## src/rtl/chg_pkg.sv

```systemverilog
// Shared types and timing constants for the charge sequencer.
// Assumes one time unit equals 30 seconds; all limits are in units.
package chg_pkg;

    typedef enum logic [2:0] {
        ST_START,
        ST_FAST,
        ST_TOP,
        ST_TRICKLE,
        ST_SLEEP
    } chg_state_t;

    localparam logic [1:0] PH_OFF     = 2'd0;
    localparam logic [1:0] PH_FAST    = 2'd1;
    localparam logic [1:0] PH_TOP     = 2'd2;
    localparam logic [1:0] PH_TRICKLE = 2'd3;

    localparam logic [1:0] MODE_LOW  = 2'd0;
    localparam logic [1:0] MODE_MID  = 2'd1;
    localparam logic [1:0] MODE_HIGH = 2'd2;

    localparam int SAFE_U_LOW  = 160;
    localparam int SAFE_U_MID  = 320;
    localparam int SAFE_U_HIGH = 80;
    localparam int HOLD_U_LOW  = 10;
    localparam int HOLD_U_MID  = 20;
    localparam int HOLD_U_HIGH = 5;

endpackage

```

## src/rtl/chg_mode_table.sv

```systemverilog
// Maps the decoded mode to tick limits and the top-off enable.
// Assumes mode code 11 is treated like mid, the longest profile.
module chg_mode_table #(
    parameter int UNIT_TICKS = 300,
    parameter int CNT_W      = 17
) (
    input  logic [1:0]       mode_sel,
    output logic [CNT_W-1:0] safe_lim,
    output logic [CNT_W-1:0] hold_lim,
    output logic             topoff_en
);
    import chg_pkg::*;

    localparam logic [CNT_W-1:0] SAFE_LOW  = CNT_W'(SAFE_U_LOW  * UNIT_TICKS);
    localparam logic [CNT_W-1:0] SAFE_MID  = CNT_W'(SAFE_U_MID  * UNIT_TICKS);
    localparam logic [CNT_W-1:0] SAFE_HIGH = CNT_W'(SAFE_U_HIGH * UNIT_TICKS);
    localparam logic [CNT_W-1:0] HOLD_LOW  = CNT_W'(HOLD_U_LOW  * UNIT_TICKS);
    localparam logic [CNT_W-1:0] HOLD_MID  = CNT_W'(HOLD_U_MID  * UNIT_TICKS);
    localparam logic [CNT_W-1:0] HOLD_HIGH = CNT_W'(HOLD_U_HIGH * UNIT_TICKS);

    // Select the limits for the current mode.
    always_comb begin
        case (mode_sel)
            MODE_LOW: begin
                safe_lim  = SAFE_LOW;
                hold_lim  = HOLD_LOW;
                topoff_en = 1'b1;
            end
            MODE_HIGH: begin
                safe_lim  = SAFE_HIGH;
                hold_lim  = HOLD_HIGH;
                topoff_en = 1'b0;
            end
            default: begin
                safe_lim  = SAFE_MID;
                hold_lim  = HOLD_MID;
                topoff_en = 1'b1;
            end
        endcase
    end

endmodule

```

## src/rtl/chg_phase_timer.sv

```systemverilog
// Shared safety and hold-off counter for the timed charge phases.
// Assumes hold_lim < safe_lim; clr has priority over adv.
module chg_phase_timer #(
    parameter int CNT_W = 17
) (
    input  logic             clk,
    input  logic             rst_n,
    input  logic             clr,
    input  logic             adv,
    input  logic [CNT_W-1:0] safe_lim,
    input  logic [CNT_W-1:0] hold_lim,
    output logic             expire,
    output logic             in_holdoff
);
    logic [CNT_W-1:0] cnt;

    // Count elapsed ticks of the current phase, saturating at the limit.
    always_ff @(posedge clk) begin
        if (!rst_n || clr) begin
            cnt <= '0;
        end else if (adv && cnt < safe_lim) begin
            cnt <= cnt + CNT_W'(1);
        end
    end

    // Expiry fires on the tick that completes the limit.
    assign expire     = adv && ((cnt + CNT_W'(1)) >= safe_lim);
    assign in_holdoff = cnt < hold_lim;

endmodule

```

## src/rtl/charge_sequencer.sv

```systemverilog
// Charge-phase sequencer: start check, fast, top-off, trickle, sleep.
// Assumes all inputs are synchronous; tick_en is a one-cycle enable.
module charge_sequencer #(
    parameter int UNIT_TICKS = 300
) (
    input  logic       clk,
    input  logic       rst_n,
    input  logic       tick_en,
    input  logic [1:0] mode_sel,
    input  logic       bat_hi_volt,
    input  logic       bat_hot,
    input  logic       slope_term,
    input  logic       inhibit,
    input  logic       low_power,
    output logic       led_on,
    output logic [1:0] phase,
    output logic       holdoff_act
);
    import chg_pkg::*;

    localparam int MAX_TICKS = SAFE_U_MID * UNIT_TICKS;
    localparam int CNT_W     = $clog2(MAX_TICKS + 2);

    chg_state_t       st, st_nxt;
    logic             hv_q, new_cycle, limit_bad, running, adv, clr;
    logic             expire, in_holdoff, topoff_en, led_q;
    logic [CNT_W-1:0] safe_lim, hold_lim;

    chg_mode_table #(.UNIT_TICKS(UNIT_TICKS), .CNT_W(CNT_W)) i_table (
        .mode_sel  (mode_sel),
        .safe_lim  (safe_lim),
        .hold_lim  (hold_lim),
        .topoff_en (topoff_en)
    );

    chg_phase_timer #(.CNT_W(CNT_W)) i_timer (
        .clk        (clk),
        .rst_n      (rst_n),
        .clr        (clr),
        .adv        (adv),
        .safe_lim   (safe_lim),
        .hold_lim   (hold_lim),
        .expire     (expire),
        .in_holdoff (in_holdoff)
    );

    assign new_cycle = hv_q && !bat_hi_volt;
    assign limit_bad = bat_hi_volt || bat_hot;
    assign running   = (st == ST_FAST) || (st == ST_TOP);
    assign adv       = tick_en && running && !inhibit;
    assign clr       = (st_nxt == ST_FAST && st != ST_FAST) ||
                       (st_nxt == ST_TOP  && st != ST_TOP);

    // Next-state selection; low-power has priority, then a new cycle.
    always_comb begin
        st_nxt = st;
        if (low_power) begin
            st_nxt = ST_SLEEP;
        end else if (st == ST_SLEEP) begin
            st_nxt = ST_TRICKLE;
        end else if (new_cycle) begin
            st_nxt = ST_START;
        end else begin
            case (st)
                ST_START: st_nxt = limit_bad ? ST_TRICKLE : ST_FAST;
                ST_FAST: begin
                    if (limit_bad) begin
                        st_nxt = ST_TRICKLE;
                    end else if (expire || (slope_term && !inhibit && !in_holdoff)) begin
                        st_nxt = topoff_en ? ST_TOP : ST_TRICKLE;
                    end
                end
                ST_TOP: begin
                    if (limit_bad || expire) begin
                        st_nxt = ST_TRICKLE;
                    end
                end
                default: st_nxt = st;
            endcase
        end
    end

    // State and voltage-flag history registers.
    always_ff @(posedge clk) begin
        if (!rst_n) begin
            st   <= ST_START;
            hv_q <= 1'b0;
        end else begin
            st   <= st_nxt;
            hv_q <= bat_hi_volt;
        end
    end

    // LED follows fast charge, held while inhibited, cleared in low-power.
    always_ff @(posedge clk) begin
        if (!rst_n || low_power) begin
            led_q <= 1'b0;
        end else if (!inhibit) begin
            led_q <= (st_nxt == ST_FAST);
        end
    end

    // Phase code for the modulator; inhibit substitutes trickle.
    always_comb begin
        case (st)
            ST_FAST:    phase = inhibit ? PH_TRICKLE : PH_FAST;
            ST_TOP:     phase = inhibit ? PH_TRICKLE : PH_TOP;
            ST_TRICKLE: phase = PH_TRICKLE;
            default:    phase = PH_OFF;
        endcase
    end

    assign led_on      = led_q;
    assign holdoff_act = (st == ST_FAST) && in_holdoff;

endmodule

```

## config.mk

```make
export PLATFORM = sky130hd
export DESIGN_NAME = charge_sequencer
export DESIGN_NICKNAME = d
export VERILOG_FILES = /design/src/rtl/chg_pkg.sv /design/src/rtl/chg_mode_table.sv /design/src/rtl/chg_phase_timer.sv /design/src/rtl/charge_sequencer.sv
export SDC_FILE = /design/constraint.sdc
export NUM_CORES = 1
export LEC_CHECK = 0
export ABC_CLOCK_PERIOD_IN_PS = 4900
export BUFFER_PORTS_ARGS = -buffer_cell sky130_fd_sc_hd__buf_2
export CORE_MARGIN = 5
export CORE_UTILIZATION = 35
export DETAILED_ROUTE_END_ITERATION = 16
export PLACE_DENSITY = 0.62
export SLEW_MARGIN = 10
export SYNTH_ARGS = -nofsm -noshare
export SYNTH_HDL_FRONTEND = slang
export SYNTH_SLANG_ARGS = --single-unit
```

## constraint.sdc

```tcl
create_clock -name clk -period 4.9 [get_ports clk]
set_input_delay 0 -clock clk [delete_from_list [all_inputs] [get_ports clk]]
set_output_delay 0 -clock clk [all_outputs]
set_load 0.02 [all_outputs]
```

==> results by group <==
Clocking
  – CTS max path bufs: 2
  – Post-CTS Setup Repair Bufs: 0
  – CTS Buf Count: 3
  – Clock slew seen by the registers of the worst setup and hold paths: 90 ps
  – Clock latency on the worst-skew pair: 270 ps
  – Post_cts resized: 0
  – TritonCTS Sinks: 22
  – Hold buffer count at CTS: 2
  – TritonCTS clock tree: built
  – Htree depth: 1
  – Root Driver: clkbuf_8

Setup path
  – Worst r2r src: i_timer.cnt[2]
  – CP startpoint kind: register
  – Worst endpoint required time: 5050 ps
  – Worst Path Arrival: 4080 ps
  – CP max FO: 17
  – CP Capture Point: i_timer.cnt[4]
  – Critical Path Source: i_timer.cnt[2]
  – Reg2reg setup slack: 980 ps
  – Reg2Reg Depth: 16
  – WS Path Type: reg2reg
  – Reg2reg end: i_timer.cnt[4]
  – CP endpoint kind: register

GRT
  – Vias in the first global route: 1674
  – GRT overflow: 0
  – Largest net degree at the start of global routing: 18
  – All-Layer GR Usage: 12.2%
  – Initial antenna violation count: 0
  – Global-route wire length before repair: 7610 um

Route
  – WL per Instance: 13.0 um
  – Final WL: 4360 um
  – Pre-Repair DR Iteration Count: 4
  – Residual DRC count: 0
  – 1st-iter DRT viols: 61
  – Routed Antenna Nets: 0
  – DR vias/cell: 5.11
  – Vias: 1716

Cells and area
  – Multi-input logic area: 0.00153 mm2
  – Layout cells sized above 1: 19.9%
  – Final net count: 296
  – P&R area growth vs syn: 7.03%
  – Area occupied by registers: 440 um2
  – # diodes: 0
  – Fill cells: 620

Synth
  – Post-synth EDFFs: 0
  – Async set-or-reset flop fraction in the synthesized netlist: 0%
  – Ys flop type: dfxtp_1
  – Avg Cell Area, Syn: 8.40 um2
  – Distinct cells, synth: 62
  – #FFs+latches synth: 22
  – Ys Warns: 0
  – Synthesized area: 0.00210 mm2
  – Post-synthesis sequential area ratio: 21.0%
  – Synthesized instance count: 250
  – Syn_nets: 284

Timing
  – Fin crit share: 80.1%
  – Achievable Freq: 255 MHz
  – Fin crit period: 3920 ps
  – Setup violators final: 0
  – Worst-Margin Slew: 745 ps
  – Final Slew Violations: 0
  – Slew HR: 50.2%
  – Worst clock skew: 6.40 ps
  – Setup_tns: 0 ps
  – Hold Violations, Final: 0
  – Unrepaired setup endpoints after global routing: false

Pwr
  – Worst vdd ir: 0.121 mV
  – PD cells: 172 mW/mm2
  – P_leak: 0.903 nW
  – Total power: 0.386 mW

Floorplan
  – IO Count: 14
  – Die X: 87.5 um
  – Initial Util: 35.7%
  – Core Area: 0.00589 mm2
  – Full die area: 0.00765 mm2
  – Rows: 28
  – Die height: 87.5 um

Outcome
  – Outcome: completed

Placement
  – Hpwl dp: 3510 um
  – RePlAce Congestion: 0.783
  – Buffers on Ports: 13

Min path
  – Min-Delay Path Class: in2reg

Flow run
  – Max-cap violations: 0
through the flow:
stage	utilization [%]	instance area, um2	worst slack (ps)	cells	hold WS [ps]
6_report	38.2	2250	977	336	45.6
5_1_grt	38.2	2250	631	336	67.8
4_1_cts	38.2	2250	969	336	40.4
3_5_place_dp	36.9	2170	988	330	258
3_3_place_gp	36.9	2170	1030	330	263
2_1_floorplan	-	2100	1360	250	112
power breakdown:
part           switching [mW]  leakage (nW)  internal [mW]
logic                  0.0403         0.696         0.0259
registers             0.00425         0.178          0.181
clock network          0.0625        0.0288         0.0717
synthesized netlist by cell type (3+ instances only):
library cell | instances | area share, %
a211oi_1 | 4 | 1.4
a21o_1 | 3 | 1.1
a21oi_1 | 10 | 2.4
a31oi_1 | 4 | 1.2
and3_1 | 3 | 0.89
buf_6 | 5 | 2.7
dfxtp_1 | 22 | 21
ha_1 | 24 | 14
inv_1 | 9 | 1.6
nand2_1 | 14 | 2.5
nand2b_1 | 4 | 1.2
nand3_1 | 10 | 2.4
nor2_1 | 38 | 6.8
nor2_2 | 10 | 3.0
nor2b_1 | 3 | 0.89
nor3_1 | 5 | 1.2
o211ai_1 | 3 | 1.1
o21ai_0 | 4 | 0.95
xnor2_1 | 21 | 8.8
xor2_1 | 6 | 2.5
critical path: stages, from the launching register on:
cell and delay [ps]:
dfxtp_1 580, and4_2 320, nand2_1 120, nor3_1 350, nand3_1 190, or2_1 280, xnor2_1 140, ha_1 310
nand4_1 120, nor2_1 50, mux2_4 280, a31oi_4 230, a21o_1 170, a31oi_2 110, o31ai_4 170, buf_4 300
nor2_1 80
flip-flops by register name, summed over array words and instances (netlist names):
register     flops
i_timer.cnt     17
hv_q             1
st               3
led_on           1
cells by family after synthesis:
family | synth area share (%)
AOI/OAI and AO/OA | 18.0
xor gates and xnor gates | 11.3
adders and majority gates | 14.3
buffers and inverters | 6.26
DFF | 21.0
muxes | 1.19
and+or+nand+nor | 28.0
cells in the final DEF (no fill, tap or decap), types with 4 or more instances in the layout:
cell type / synthesis / routed
inv_1: 9 / 9
nand2_1: 14 / 14
xor2_1: 6 / 6
nor3_1: 5 / 5
o21ai_0: 4 / 4
nand3_1: 10 / 10
buf_2: 1 / 13
xnor2_1: 21 / 21
nor2_1: 38 / 38
nand2b_1: 4 / 4
a21oi_1: 10 / 10
ha_1: 24 / 24
a31oi_1: 4 / 4
clkbuf_8: 1 / 4
dfxtp_1: 22 / 22
nor2_2: 10 / 10
a211oi_1: 4 / 4
per-layer routing:
| layer | global-route usage (%) | vias up | wire length (um) |
|---|---|---|---|
| met5 | 0 | - | 0 |
| met4 | 1.95 | 0 | 22 |
| met3 | 2.37 | 2 | 184 |
| met2 | 21.0 | 24 | 2000 |
| met1 | 16.0 | 786 | 2160 |
| li1 | - | 904 | - |
worst min-delay path by stage:
stage                   start      to  slack, ps  cells past startpoint
global route        low_power   st[1]         70                      3
finish                inhibit  led_on         50                      3
detailed placement      rst_n   st[2]        260                      3
floorplan               rst_n   st[2]        110                      2
CTS                   inhibit  led_on         40                      3
global placement        rst_n   st[2]        260                      3
final cells by class:
cell class              count  share of cell area, %
clock buffers               4                   2.45
inverters                  10                   1.67
multi-input cells         209                   68.0
flip-flops and latches     22                   19.6
well taps                  75                   4.18
repair buffers             16                   4.12
Note: power is estimated with default switching activity, not from simulation.
